--- src/rtl/sdram_boot_pkg.sv ---
package sdram_boot_pkg;

    localparam int CTL_W      = 16;
    localparam int BIT_EN     = 15;
    localparam int BIT_PRE    = 14;
    localparam int BIT_LMR    = 13;
    localparam int BIT_REF    = 11;
    localparam int NUM_STEPS  = 5;

    typedef enum logic [2:0] {
        STEP_EN   = 3'd0,
        STEP_PRE  = 3'd1,
        STEP_REF1 = 3'd2,
        STEP_REF2 = 3'd3,
        STEP_LMR  = 3'd4
    } step_e;

    typedef enum logic [1:0] {
        PH_IDLE = 2'd0,
        PH_CMD  = 2'd1,
        PH_WAIT = 2'd2,
        PH_DONE = 2'd3
    } phase_e;

    typedef struct packed {
        logic cs_n;
        logic ras_n;
        logic cas_n;
        logic we_n;
    } pins_t;

    localparam pins_t PINS_DESEL = '{1'b1, 1'b1, 1'b1, 1'b1};
    localparam pins_t PINS_NOP   = '{1'b0, 1'b1, 1'b1, 1'b1};

    function automatic pins_t pins_of(step_e s);
        case (s)
            STEP_PRE:            return '{1'b0, 1'b0, 1'b1, 1'b0};
            STEP_REF1, STEP_REF2: return '{1'b0, 1'b0, 1'b0, 1'b1};
            STEP_LMR:            return '{1'b0, 1'b0, 1'b0, 1'b0};
            default:             return PINS_NOP;
        endcase
    endfunction

    function automatic logic has_cmd_bits(logic [CTL_W-1:0] w);
        return w[BIT_PRE] | w[BIT_LMR] | w[BIT_REF];
    endfunction

endpackage

--- src/rtl/sdram_boot_regs.sv ---
module sdram_boot_regs
    import sdram_boot_pkg::*;
#(
    parameter int ROW_W      = 13,
    parameter int WAIT_W     = 8,
    parameter int BUDGET_W   = 16,
    parameter int WAIT_RST   = 50,
    parameter int BUDGET_RST = 1000
) (
    input  logic                clk,
    input  logic                rst,
    input  logic                wr,
    input  logic [1:0]          addr,
    input  logic [CTL_W-1:0]    wdata,
    output logic [CTL_W-1:0]    rdata,
    input  logic                busy,
    input  logic                ready,
    input  logic                err,
    output logic                start,
    output logic                stop,
    output logic [ROW_W-1:0]    mode_q,
    output logic [WAIT_W-1:0]   wait_q,
    output logic [BUDGET_W-1:0] budget_q
);
    logic en_q, ovr_q;
    logic ctl_wr, blocked;

    assign ctl_wr  = wr && (addr == 2'd0);
    assign blocked = ctl_wr && busy && has_cmd_bits(wdata);
    assign start   = ctl_wr && !blocked && wdata[BIT_EN] && !busy && !ready;
    assign stop    = ctl_wr && !blocked && !wdata[BIT_EN];

    always_ff @(posedge clk) begin
        if (rst) begin
            en_q     <= 1'b0;
            ovr_q    <= 1'b0;
            mode_q   <= '0;
            wait_q   <= WAIT_W'(WAIT_RST);
            budget_q <= BUDGET_W'(BUDGET_RST);
        end else begin
            if (blocked)    ovr_q <= 1'b1;
            else if (start) ovr_q <= 1'b0;
            if (start)      en_q  <= 1'b1;
            else if (stop)  en_q  <= 1'b0;
            if (wr && addr == 2'd1) mode_q   <= wdata[ROW_W-1:0];
            if (wr && addr == 2'd2) wait_q   <= wdata[WAIT_W-1:0];
            if (wr && addr == 2'd3) budget_q <= wdata[BUDGET_W-1:0];
        end
    end

    always_comb begin
        case (addr)
            2'd0:    rdata = {en_q, 11'd0, err, ovr_q, ready, busy};
            2'd1:    rdata = CTL_W'(mode_q);
            2'd2:    rdata = CTL_W'(wait_q);
            default: rdata = CTL_W'(budget_q);
        endcase
    end

    // a command request while busy leaves the overrun flag set
    a_r7_overrun_sticky: assert property (@(posedge clk) disable iff (rst)
        blocked |=> ovr_q);
    // a blocked write never aborts nor restarts
    a_r7_blocked_no_effect: assert property (@(posedge clk) disable iff (rst)
        blocked |-> !start && !stop);

endmodule

--- src/rtl/sdram_boot_budget.sv ---
module sdram_boot_budget #(
    parameter int BUDGET_W = 16
) (
    input  logic                clk,
    input  logic                rst,
    input  logic                start,
    input  logic                busy,
    input  logic [BUDGET_W-1:0] budget,
    output logic                err
);
    localparam int CNT_W = BUDGET_W + 1;
    localparam logic [CNT_W-1:0] CNT_MAX = '1;

    logic [CNT_W-1:0] elapsed;

    always_ff @(posedge clk) begin
        if (rst) begin
            elapsed <= '0;
            err     <= 1'b0;
        end else if (start) begin
            elapsed <= '0;
            err     <= 1'b0;
        end else if (busy) begin
            if (elapsed >= CNT_W'(budget)) err <= 1'b1;
            if (elapsed != CNT_MAX) elapsed <= elapsed + CNT_W'(1);
        end
    end

    // error stays until the next start
    a_r8_err_sticky: assert property (@(posedge clk) disable iff (rst)
        err && !start |=> err);
    // a start clears the error
    a_r8_start_clears: assert property (@(posedge clk) disable iff (rst)
        start |=> !err);

endmodule

--- src/rtl/sdram_boot_fsm.sv ---
module sdram_boot_fsm
    import sdram_boot_pkg::*;
#(
    parameter int ROW_W  = 13,
    parameter int BA_W   = 2,
    parameter int WAIT_W = 8
) (
    input  logic              clk,
    input  logic              rst,
    input  logic              start,
    input  logic              stop,
    input  logic [WAIT_W-1:0] wait_cyc,
    input  logic [ROW_W-1:0]  mode_word,
    output pins_t             pins,
    output logic [BA_W-1:0]   ba,
    output logic [ROW_W-1:0]  row_addr,
    output logic              busy,
    output logic              ready
);
    phase_e            phase;
    step_e             step;
    logic [WAIT_W-1:0] cnt;

    always_ff @(posedge clk) begin
        if (rst || stop) begin
            phase <= PH_IDLE;
            step  <= STEP_EN;
            cnt   <= '0;
        end else begin
            case (phase)
                PH_IDLE: if (start) begin
                    phase <= PH_CMD;
                    step  <= STEP_EN;
                end
                PH_CMD: if (wait_cyc != '0) begin
                    phase <= PH_WAIT;
                    cnt   <= wait_cyc - WAIT_W'(1);
                end else if (step == STEP_LMR) begin
                    phase <= PH_DONE;
                end else begin
                    step  <= step_e'(3'(step) + 3'd1);
                end
                PH_WAIT: if (cnt != '0) begin
                    cnt <= cnt - WAIT_W'(1);
                end else if (step == STEP_LMR) begin
                    phase <= PH_DONE;
                end else begin
                    phase <= PH_CMD;
                    step  <= step_e'(3'(step) + 3'd1);
                end
                default: ;
            endcase
        end
    end

    assign busy  = (phase == PH_CMD) || (phase == PH_WAIT);
    assign ready = (phase == PH_DONE);
    assign ba    = '0;

    always_comb begin
        pins     = PINS_DESEL;
        row_addr = '0;
        if (phase == PH_WAIT) begin
            pins = PINS_NOP;
        end else if (phase == PH_CMD) begin
            pins = pins_of(step);
            if (step == STEP_PRE) row_addr[10] = 1'b1;
            if (step == STEP_LMR) row_addr = mode_word;
        end
    end

    // the wait counter steps down by one each waiting cycle
    a_r3_wait_countdown: assert property (@(posedge clk) disable iff (rst)
        phase == PH_WAIT && cnt != '0 && !stop |=> phase == PH_WAIT && cnt == $past(cnt) - WAIT_W'(1));
    // ready holds until enable is cleared
    a_r5_ready_holds: assert property (@(posedge clk) disable iff (rst)
        ready && !stop |=> ready);
    // an abort returns the pins to deselect
    a_r6_abort_deselect: assert property (@(posedge clk) disable iff (rst)
        stop |=> pins == PINS_DESEL && !busy && !ready);
    // a precharge slot always carries address bit 10
    a_r4_precharge_a10: assert property (@(posedge clk) disable iff (rst)
        !pins.cs_n && !pins.ras_n && pins.cas_n && !pins.we_n |-> row_addr[10]);
    // the script only leaves idle on a start
    a_r2_idle_until_start: assert property (@(posedge clk) disable iff (rst)
        phase == PH_IDLE && !start |=> phase == PH_IDLE);

endmodule

--- src/rtl/sdram_boot_seq.sv ---
module sdram_boot_seq
    import sdram_boot_pkg::*;
#(
    parameter int ROW_W      = 13,
    parameter int BA_W       = 2,
    parameter int WAIT_W     = 8,
    parameter int BUDGET_W   = 16,
    parameter int WAIT_RST   = 50,
    parameter int BUDGET_RST = 1000
) (
    input  logic             clk,
    input  logic             rst,
    input  logic             reg_wr,
    input  logic [1:0]       reg_addr,
    input  logic [15:0]      reg_wdata,
    output logic [15:0]      reg_rdata,
    output logic             sd_cs_n,
    output logic             sd_ras_n,
    output logic             sd_cas_n,
    output logic             sd_we_n,
    output logic [BA_W-1:0]  sd_ba,
    output logic [ROW_W-1:0] sd_addr,
    output logic             init_ready,
    output logic             init_error
);
    logic                start, stop, busy;
    logic [ROW_W-1:0]    mode_q;
    logic [WAIT_W-1:0]   wait_q;
    logic [BUDGET_W-1:0] budget_q;
    pins_t               pins;

    sdram_boot_regs #(
        .ROW_W(ROW_W), .WAIT_W(WAIT_W), .BUDGET_W(BUDGET_W),
        .WAIT_RST(WAIT_RST), .BUDGET_RST(BUDGET_RST)
    ) regs_i (
        .clk(clk), .rst(rst), .wr(reg_wr), .addr(reg_addr),
        .wdata(reg_wdata), .rdata(reg_rdata),
        .busy(busy), .ready(init_ready), .err(init_error),
        .start(start), .stop(stop),
        .mode_q(mode_q), .wait_q(wait_q), .budget_q(budget_q)
    );

    sdram_boot_fsm #(
        .ROW_W(ROW_W), .BA_W(BA_W), .WAIT_W(WAIT_W)
    ) fsm_i (
        .clk(clk), .rst(rst), .start(start), .stop(stop),
        .wait_cyc(wait_q), .mode_word(mode_q),
        .pins(pins), .ba(sd_ba), .row_addr(sd_addr),
        .busy(busy), .ready(init_ready)
    );

    sdram_boot_budget #(
        .BUDGET_W(BUDGET_W)
    ) budget_i (
        .clk(clk), .rst(rst), .start(start), .busy(busy),
        .budget(budget_q), .err(init_error)
    );

    assign sd_cs_n  = pins.cs_n;
    assign sd_ras_n = pins.ras_n;
    assign sd_cas_n = pins.cas_n;
    assign sd_we_n  = pins.we_n;

    // outside the script the command pins are deselected
    a_r1_deselect_when_quiet: assert property (@(posedge clk) disable iff (rst)
        !busy |-> sd_cs_n && sd_ras_n && sd_cas_n && sd_we_n);
    // bank address stays zero through the load-mode slot
    a_r4_lmr_bank0: assert property (@(posedge clk) disable iff (rst)
        !sd_cs_n && !sd_ras_n && !sd_cas_n && !sd_we_n |-> sd_ba == '0 && sd_addr == mode_q);

endmodule

--- config.mk ---
export PLATFORM = sky130hd
export DESIGN_NAME = sdram_boot_seq
export DESIGN_NICKNAME = d
export VERILOG_FILES = /design/src/rtl/sdram_boot_pkg.sv /design/src/rtl/sdram_boot_regs.sv /design/src/rtl/sdram_boot_budget.sv /design/src/rtl/sdram_boot_fsm.sv /design/src/rtl/sdram_boot_seq.sv
export SDC_FILE = /design/constraint.sdc
export NUM_CORES = 1
export LEC_CHECK = 0
export CORE_MARGIN = 1
export CORE_UTILIZATION = 58
export DETAILED_ROUTE_END_ITERATION = 10
export DONT_BUFFER_PORTS = 1
export PLACE_DENSITY = 0.74
export SYNTH_ARGS = -nofsm -noshare
export SYNTH_HDL_FRONTEND = slang
export SYNTH_SLANG_ARGS = --single-unit
--- constraint.sdc ---
create_clock -name clk -period 3.2 [get_ports clk]
set_clock_uncertainty 0.1 [all_clocks]
set_input_delay 0.16 -clock clk [delete_from_list [all_inputs] [get_ports clk]]
set_output_delay 0.16 -clock clk [all_outputs]
set_load 0.02 [all_outputs]
-- Word level (Yosys, flattened, before mapping)
Cells that the tools add are included.
- add/subtract/negate cells: 4
- magnitude comparators: 1
- eq/ne operators: 17
- multiplexer cells: 26
- bitwise gates (word level): 2
- reduce and logical (&&, ||, !) cells: 32
- operators by type and width (kind ; number):
    $pmux 16 s3 ; 1
    $mux 13 ; 3
    $pmux 3 s3 ; 2
    $add 17x1->17 const B ; 1
    $ge 17x16->1 ; 1
    $ne 17x17->1 const B ; 1
    $mux 8 ; 2
    $pmux 8 s2 ; 1
    $reduce_bool 8->1 ; 2
    $sub 8x1->8 const B ; 2
    $mux 3 ; 4
    $logic_and 1x1->1 ; 11
    $mux 2 ; 5
    $eq 2x2->1 const B ; 4
    $mux 4 ; 2
    $reduce_and 4->1 ; 2
    $eq 3x2->1 const B ; 2
    $ne 2x1->1 const B ; 3
    $pmux 2 s3 ; 1
    $reduce_bool 2->1 ; 3
    $mux 1 ; 5
    $eq 2x1->1 const B ; 2
    $logic_not 1->1 ; 4
    $logic_not 2->1 ; 2
    other kinds (11) ; 16
- bits in registers: 70
- bits of input ports: 21
- output and inout port bits: 37

-- Logic depth before layout (Yosys ltp)
Gate-level depths: netlist of run 1.
- depth after elaboration: 11
- depth in mapped cells: 11
- mapped depth without buffers: 9

-- Modules after synthesis
From an unflattened synthesis of run 1, not the netlist that was laid out.
- cell total of the unflattened synthesis: 510
- area, all modules: 4274.1 µm²
- by module, submodules not included (module ; times used ; cells each ; area an instance (µm²) ; seq. area each (µm²)):
    sdram_boot_regs ; 1 ; 204 ; 1742.9 ; 780.7
    sdram_boot_fsm ; 1 ; 163 ; 1291.2 ; 260.2
    sdram_boot_budget ; 1 ; 143 ; 1239.9 ; 360.3

-- Least setup slack after synthesis of run 1
OpenSTA, ideal clock, no wires.
- path type: register -> register
- start: register fsm_i.phase[0]
- end: register fsm_i.cnt[4]
- data arrival time: 2.540 ns
- required time: 3.040 ns
- setup slack: 0.501 ns
- cell stages (with the launch flop): 12
- clock period less this slack: 2.699 ns
- cell sequence: dfxtp_1 > inv_1 > ha_1 > clkbuf_1 > buf_1 > mux2i_1 > ha_1 > clkbuf_1 > o21ai_0 > mux2i_1 > a2111oi_0 > a31o_1
- longest elaborated chain between the ends: 8
- elaborated cells on any way between the ends: 14
- ends and longest elaborated chain (what ; line ; RTL):
    start: declaration ; sdram_boot_fsm.sv:20 ; phase_e phase;
    start signal: assignment ; sdram_boot_fsm.sv:26 ; phase <= PH_IDLE;
    start signal: assignment ; sdram_boot_fsm.sv:32 ; phase <= PH_CMD;
    start signal: assignment ; sdram_boot_fsm.sv:36 ; phase <= PH_WAIT;
    $eq 2x1->1 / $eq 2x2->1 (equally long branches) ; sdram_boot_fsm.sv:30, sdram_boot_fsm.sv:56 ;
    $logic_or 1x1->1 ; sdram_boot_fsm.sv:56 ; assign busy = (phase == PH_CMD) || (phase == PH_WAIT);
    $logic_and 1x1->1 (2 in series) ; sdram_boot_regs.sv:29 ; assign blocked = ctl_wr && busy && has_cmd_bits(wdata);
    $logic_not 1->1 ; sdram_boot_regs.sv:31 ; assign stop = ctl_wr && !blocked && !wdata[BIT_EN];
    $logic_and 1x1->1 (2 in series) ; sdram_boot_regs.sv:31 ;
    $logic_or 1x1->1 ; sdram_boot_fsm.sv:25 ; if (rst || stop) begin
    end signal: assignment ; sdram_boot_fsm.sv:37 ; cnt <= wait_cyc - WAIT_W'(1);
    end signal: assignment ; sdram_boot_fsm.sv:44 ; cnt <= cnt - WAIT_W'(1);
    end: declaration ; sdram_boot_fsm.sv:22 ; logic [WAIT_W-1:0] cnt;
Parallel ways exist; a longest one is shown, timed or not.
A chain may end at the register's enable or synchronous reset.

-- Worst setup path in the final report of run 1
- start: register fsm_i.phase[0]
- end: register budget_i.elapsed[15]
- longest elaborated chain between the ends: 10
- elaborated cells on any way between the ends: 15
- ends and longest elaborated chain (what ; line ; RTL):
    $eq 2x1->1 / $eq 2x2->1 (equally long branches) ; sdram_boot_fsm.sv:56 ;
    $logic_or 1x1->1 ; sdram_boot_fsm.sv:56 ;
    $logic_and 1x1->1 (2 in series) ; sdram_boot_regs.sv:29 ;
    $logic_not 1->1 ; sdram_boot_regs.sv:30 ; assign start = ctl_wr && !blocked && wdata[BIT_EN] && !busy && !ready;
    $logic_and 1x1->1 (4 in series) ; sdram_boot_regs.sv:30 ;
    $reduce_or 2->1 (no line) ; -- ;
    end signal: assignment ; sdram_boot_budget.sv:25 ; if (elapsed != CNT_MAX) elapsed <= elapsed + CNT_W'(1);
    end: declaration ; sdram_boot_budget.sv:14 ; logic [CNT_W-1:0] elapsed;
Parallel ways exist; a longest one is shown, timed or not.

==> flow_summary.toml, run 1 <==
[synthesis]
yosys_warnings = 0
syn_area_sq_um = 4130
ys_seq_area_share_pct = 33.9
asyncSetResetFlopFracSynth_pct = 0
synth-edff-count = 0
ys.flop_type = "dfxtp_1"
synth.avg_cell_area_sq_um = 8.14
synth_cells = 508
ys_seq_elements = 70
synth_cell_type_count = 59

[global_routing]
track_usage_pct = 29.9
grt_antenna_before_repair = 0
grt_pass1_vias = 3641
grt_pass1_wl_um = 17400
grt_max_degree = 41
overflow = 0

[critical_path]
crit_required_ns = 3.32
cp-start-kind = "flip-flop"
reg2reg_slack_ns = 0.45
rr_startpoint = "fsm_i.phase[0]$_SDFFE_PP0P_"
reg2reg_depth = 7
crit_path_start = "fsm_i.phase[0]$_SDFFE_PP0P_"
end_kind = "flip-flop"
reg2reg_to = "budget_i.elapsed[15]$_SDFFE_PP0P_"
path_max_fanout = 9
arrival_ns = 2.87
worstSetupPathType = "reg2reg"
crit_path_end = "budget_i.elapsed[15]$_SDFFE_PP0P_"

[run_status]
status = "complete, no violations"

[cts]
cts_root_buf = "clkbuf_8"
clockBufferDepth = 2
clk_pin_slew_worst_paths_ns = 0.08
clock_latency_ns = 0.36
cts_buffers = 9
clock_sinks = 70
cts-resized-gates = 0
cts_tree = "done"
htree_levels = 3

[sta]
drv_slew = 0
finalHoldViolCount = 0
worstMarginPinSlew_ns = 0.786
fin_ws_ns = 0.446
min_period_ns = 2.75
setup_violations = 0
tns_ns = 0
rsz0062_at_grt = "false"
fin_crit_sh_pct = 86.1
max_slew_margin_pct = 47.6
fmax_mhz = 363
hold_slack_ns = 0.0238

[placement]
dp.final_hpwl_um = 7140
port_buffers = 0
place.gp.congestion = 0.895
dp_slack_ns = 0.507
placed_cells = 581

[power]
leakagePower_uw = 0.00175
powerDensity_nw_per_um2 = 430
power.internal_uw = 1350
clkPwrFrac_pct = 34.6
swShare_pct = 32.4
irDropWorstVdd_mv = 0.317
comb_power_share_pct = 17.7
p_seq_share_pct = 47.7
switchingPower_uw = 646

[cells_and_area]
antennaDiodeCount = 0
n_fill_cell = 582
stdcell_count = 626
final_layout_size_suffix_gt1_share_pct = 7.55
syn_to_final_growth_pct = 12.2
num-nets-final = 572

[route]
first_pass_iters = 5
drt_iter0_markers = 151
avgRoutedWirePerCell_um = 16.7
vias_per_cell = 5.99
drt-total-wl_um = 10400
drc_errors = 0
antenna_left = 0
via_count = 3748

[floorplan]
coreArea_sq_um = 6830
num_io_pins = 58
die_h_um = 86.4
start_util_pct = 60.5
die_x_um = 86.4
rows = 30
die_area_sq_um = 7470

[min_path]
hold_class = "in2reg"

[run]
max-cap-violations = 0
## cell usage after synthesis (2+ instances only)
cell	count	share of area, %
buf_2	3	0.36
nand3_1	23	2.8
and3_1	8	1.2
a211o_1	10	2.1
a21oi_1	53	6.4
and4_1	2	0.42
inv_1	29	2.6
a22o_1	4	0.85
nor3_1	6	0.73
nand3b_1	3	0.54
or3_1	5	0.76
nor3b_1	2	0.36
xnor2_1	10	2.1
a211oi_1	4	0.73
or4_1	2	0.36
nand4_1	9	1.4
clkbuf_1	16	1.5
mux2i_1	10	2.4
a31oi_1	2	0.30
xor2_1	5	1.1
o21ai_1	2	0.24
nand2b_1	6	0.91
buf_1	3	0.27
o41ai_1	3	0.64
dfxtp_1	70	34
buf_4	4	0.73
nor2_1	40	3.6
o21ai_0	17	2.1
mux4_2	4	2.2
a2111oi_0	2	0.42
ha_1	26	7.9
nand2_1	72	6.5
nor2b_1	9	1.4
mux2_2	4	1.1
o31ai_1	2	0.36
nor4_4	2	1.0
nor4_1	3	0.45
and2_1	12	1.8
## state kept, by name, indices dropped and copies added (netlist names)
signal and flops:
fsm_i.cnt 8, regs_i.mode_q 13, regs_i.budget_q 16, budget_i.err 1, regs_i.en_q 1, regs_i.wait_q 8, fsm_i.phase 2, regs_i.ovr_q 1
budget_i.elapsed 17, fsm_i.step 3
## final cells by class
class / count / area, sq um / area share [%]
multi-input combinational: 383 / 2500 / 53.9
sequential: 70 / 1400 / 30.2
timing repair buffer: 32 / 323 / 6.96
clock buffer: 9 / 124 / 2.67
tap: 96 / 120 / 2.59
inverter: 29 / 109 / 2.35
clock inverter: 7 / 62.6 / 1.35
## power by group through the flow
stage               registers (uW)  logic (uW)  clock network, uW
floorplan                      953         287                  0
global placement               971         301                  0
detailed placement             972         307                  0
CTS                            951         347                701
global route                   958         387                740
finish                         952         354                690
## routing by layer
layer	vias to the layer above	wire length, um	global-route usage [%]
met5	-	0	0
met4	0	257	12.6
met3	28	700	6.00
met2	152	4930	49.4
met1	1745	4550	38.1
li1	1823	-	-
## worst max-delay path: stages (launching register included)
cell	delay (ns)
dfxtp_1	0.39
inv_1	0.08
ha_1	0.50
nor2b_1	0.60
nand3_1	0.38
nor4_1	0.35
xnor2_1	0.16
nor2_1	0.05
## through the flow
stage               util [%]  total power [uW]  area, sq um
floorplan                  -              1240         4140
global placement        60.8              1270         4150
detailed placement      60.8              1280         4150
CTS                     67.9              2000         4640
global route            67.9              2090         4640
finish                  67.9              2000         4640
## layout by cell type, fill, tap and decap left out, types with 6 or more instances in the layout
| cell | n |
|---|---|
| mux2i_1 | 10 |
| nand3_1 | 23 |
| dfxtp_1 | 70 |
| a21oi_1 | 53 |
| nor3_1 | 6 |
| nand2_1 | 72 |
| and3_1 | 8 |
| nor2_1 | 40 |
| nor2b_1 | 9 |
| inv_1 | 29 |
| nand2b_1 | 6 |
| nand4_1 | 9 |
| clkbuf_8 | 9 |
| ha_1 | 26 |
| dlygate4sd3_1 | 28 |
| a211o_1 | 10 |
| xnor2_1 | 10 |
| and2_1 | 12 |
| o21ai_0 | 17 |
## logic make-up (layout without fill, tap and decap cells)
kind of cell,after synthesis,in the layout,share of synthesized area (%)
multiplexers,18,18,5.69
buffers and inverters,56,77,5.72
other,1,2,0.0907
XOR/XNOR,15,15,3.18
AO/OA/AOI/OAI,111,111,17.4
AND/OR/NAND/NOR,211,211,26.1
flip-flops,70,70,33.9
adder cells (fa/ha/maj),26,26,7.87
## worst min path at each step
stage	startpoint	endpoint	cells after the start
3_3_place_gp	rst	regs_i.budget_q[15]$_SDFFE_PP0P_	1
5_1_grt	rst	fsm_i.step[1]$_SDFFE_PP0P_	2
3_5_place_dp	rst	regs_i.budget_q[15]$_SDFFE_PP0P_	1
6_report	reg_addr[1]	regs_i.en_q$_SDFFE_PP0P_	3
2_1_floorplan	reg_wdata[3]	regs_i.budget_q[3]$_SDFFE_PP1P_	1
4_1_cts	reg_addr[1]	regs_i.en_q$_SDFFE_PP0P_	3
## timing repair
item	CTS	global route
buffers inserted	0	0
hold buffers	29	0
endpoints found under the hold margin	41	0
setup endpoints to repair	0	0
No activity file was read; power rests on OpenSTA's default activity.
==> inputs of run 2 (changes only) <==
--- a/config.mk
+++ b/config.mk
@@ -9,6 +9,7 @@
 export CORE_UTILIZATION = 58
 export DETAILED_ROUTE_END_ITERATION = 10
 export DONT_BUFFER_PORTS = 1
+export MAX_ROUTING_LAYER = met4
 export PLACE_DENSITY = 0.74
 export SYNTH_ARGS = -nofsm -noshare
 export SYNTH_HDL_FRONTEND = slang
==> run 2 against run 1 <==
  * Count of clock-buffer cells in the layout stayed put
  * Global-route usage is 0.92 points higher
  * Setup slack worse by 0.0071 ns
  * Total power hardly changed
  * Sequential share of layout area stayed put
  * Register-to-register slack hardly changed
  * Non-clock buffer count stayed put
  * Sequential power hardly changed
  * Die area stayed put
  * Via count is 0.19% higher
  * Critical path type unchanged
==> flow_summary.toml, run 2 (same netlist as run 1, synthesis figures left out) <==
[run_status]
status = "complete, no violations"

[floorplan]
die_h_um = 86.4
start_util_pct = 60.5
die_x_um = 86.4
rows = 30
die_area_sq_um = 7470
num_io_pins = 58
coreArea_sq_um = 6830

[cells_and_area]
num-nets-final = 572
largest_reg_flops = 17
syn_to_final_growth_pct = 12.2
multi_input_area_sq_um = 2500
regMostFlops = "budget_i.elapsed"
layout_common_cells = "72 x nand2_1, 70 x dfxtp_1, 53 x a21oi_1"
final_layout_size_suffix_gt1_share_pct = 7.55
antennaDiodeCount = 0
final_common_cell = "nand2_1"
n_fill_cell = 582
post-route-cell-area_sq_um = 4640
reg.largest.list = "budget_i.elapsed x17, regs_i.budget_q x16, regs_i.mode_q x13"
seq_area_sq_um = 1400

[critical_path]
cp-start-kind = "flip-flop"
arrival_ns = 2.88
end_kind = "flip-flop"
crit_path_start = "fsm_i.phase[0]$_SDFFE_PP0P_"
worstSetupPathType = "reg2reg"
crit_required_ns = 3.32
reg2reg_depth = 7
rr_startpoint = "fsm_i.phase[0]$_SDFFE_PP0P_"
path_max_fanout = 9
reg2reg_slack_ns = 0.44

[cts]
cts-resized-gates = 0
clock_sinks = 70
postCtsSetupBuffers = 0
clockBufferDepth = 2
clock_latency_ns = 0.36
clk_pin_slew_worst_paths_ns = 0.08
cts_tree = "done"
cts_buffers = 9
cts_root_buf = "clkbuf_8"
htree_levels = 3

[min_path]
holdPathStages = 3
hold_class = "in2reg"
hp-start = "reg_addr[1]"

[power]
power.internal_uw = 1350
p_total_uw = 2000
comb_power_share_pct = 17.8
clkPwrFrac_pct = 34.5
leakagePower_uw = 0.00175
powerDensity_nw_per_um2 = 430
irDropWorstVdd_mv = 0.318
swShare_pct = 32.3
switchingPower_uw = 645
p_seq_share_pct = 47.7

[sta]
hold_slack_ns = 0.0296
tns_ns = 0
fmax_mhz = 362
worstMarginPinSlew_ns = 0.800
max_slew_margin_pct = 46.7
fin_crit_sh_pct = 86.3
setup_violations = 0
rsz0062_at_grt = "false"
min_period_ns = 2.76
finalHoldViolCount = 0
drv_slew = 0

[global_routing]
grt_max_degree = 41
grt_pass1_vias = 3639
track_usage_pct = 30.8
grt_pass1_wl_um = 17400
overflow = 0
grt_antenna_before_repair = 0

[placement]
postPlaceCellArea_sq_um = 4150
port_buffers = 0
dp.final_hpwl_um = 7140
place.gp.congestion = 0.911

[route]
drt-total-wl_um = 10500
first_pass_iters = 5
antenna_left = 0
drc_errors = 0
vias_per_cell = 6.00
drt_iter0_markers = 155
avgRoutedWirePerCell_um = 16.8
via_count = 3755

[run]
max-cap-violations = 0
[run 2: cell counts in the layout (fill, tap and decap cells not counted)]
No cell type changed its count.
[run 2: through the flow]
step           cells  setup slack (ns)  utilization (%)
6_report         626             0.439             67.9
3_3_place_gp     581             0.656             60.8
4_1_cts          626             0.487             67.9
5_1_grt          626             0.242             67.9
2_1_floorplan    509             0.501                -
3_5_place_dp     581             0.507             60.8
[run 2: worst max-delay path, stage by stage (launching register included)]
cell and delay (ns):
dfxtp_1 0.39, inv_1 0.09, ha_1 0.50, nor2b_1 0.61, nand3_1 0.38, nor4_1 0.34
xnor2_1 0.16, nor2_1 0.05
[run 2: timing repair]
item	CTS	global route
hold buffers	29	0
endpoints found under the hold margin	41	0
setup endpoints to repair	0	0
[run 2: power by group through the flow]
stage	Combinational [uW]	Clock, uW	Sequential, uW
2_1_floorplan	287	0	953
4_1_cts	347	701	951
3_5_place_dp	307	0	972
5_1_grt	387	740	958
3_3_place_gp	301	0	971
6_report	355	689	952
[run 2: final cells by class]
class | instances | area share (%)
Clock buffer | 9 | 2.67
Inverter | 29 | 2.35
Sequential cell | 70 | 30.2
Clock inverter | 7 | 1.35
Tap cell | 96 | 2.59
Multi-Input combinational cell | 383 | 53.9
Timing Repair Buffer | 32 | 6.96
[run 2: per-layer routing]
metal	GRT usage (%)	wire [um]	up-vias
met5	-	0	-
met3	5.71	765	26
met1	38.4	4500	1744
met4	12.6	244	0
li1	-	-	1822
met2	49.3	4990	163
[run 2: path summary, 6_finish.rpt]
| path | to |
|---|---|
| setup reg to reg | budget_i.elapsed[15]$_SDFFE_PP0P_ |
| hold / removal | regs_i.en_q$_SDFFE_PP0P_ |
| setup / recovery | budget_i.elapsed[15]$_SDFFE_PP0P_ |
| hold reg to reg | regs_i.mode_q[12]$_SDFFE_PP0P_ |
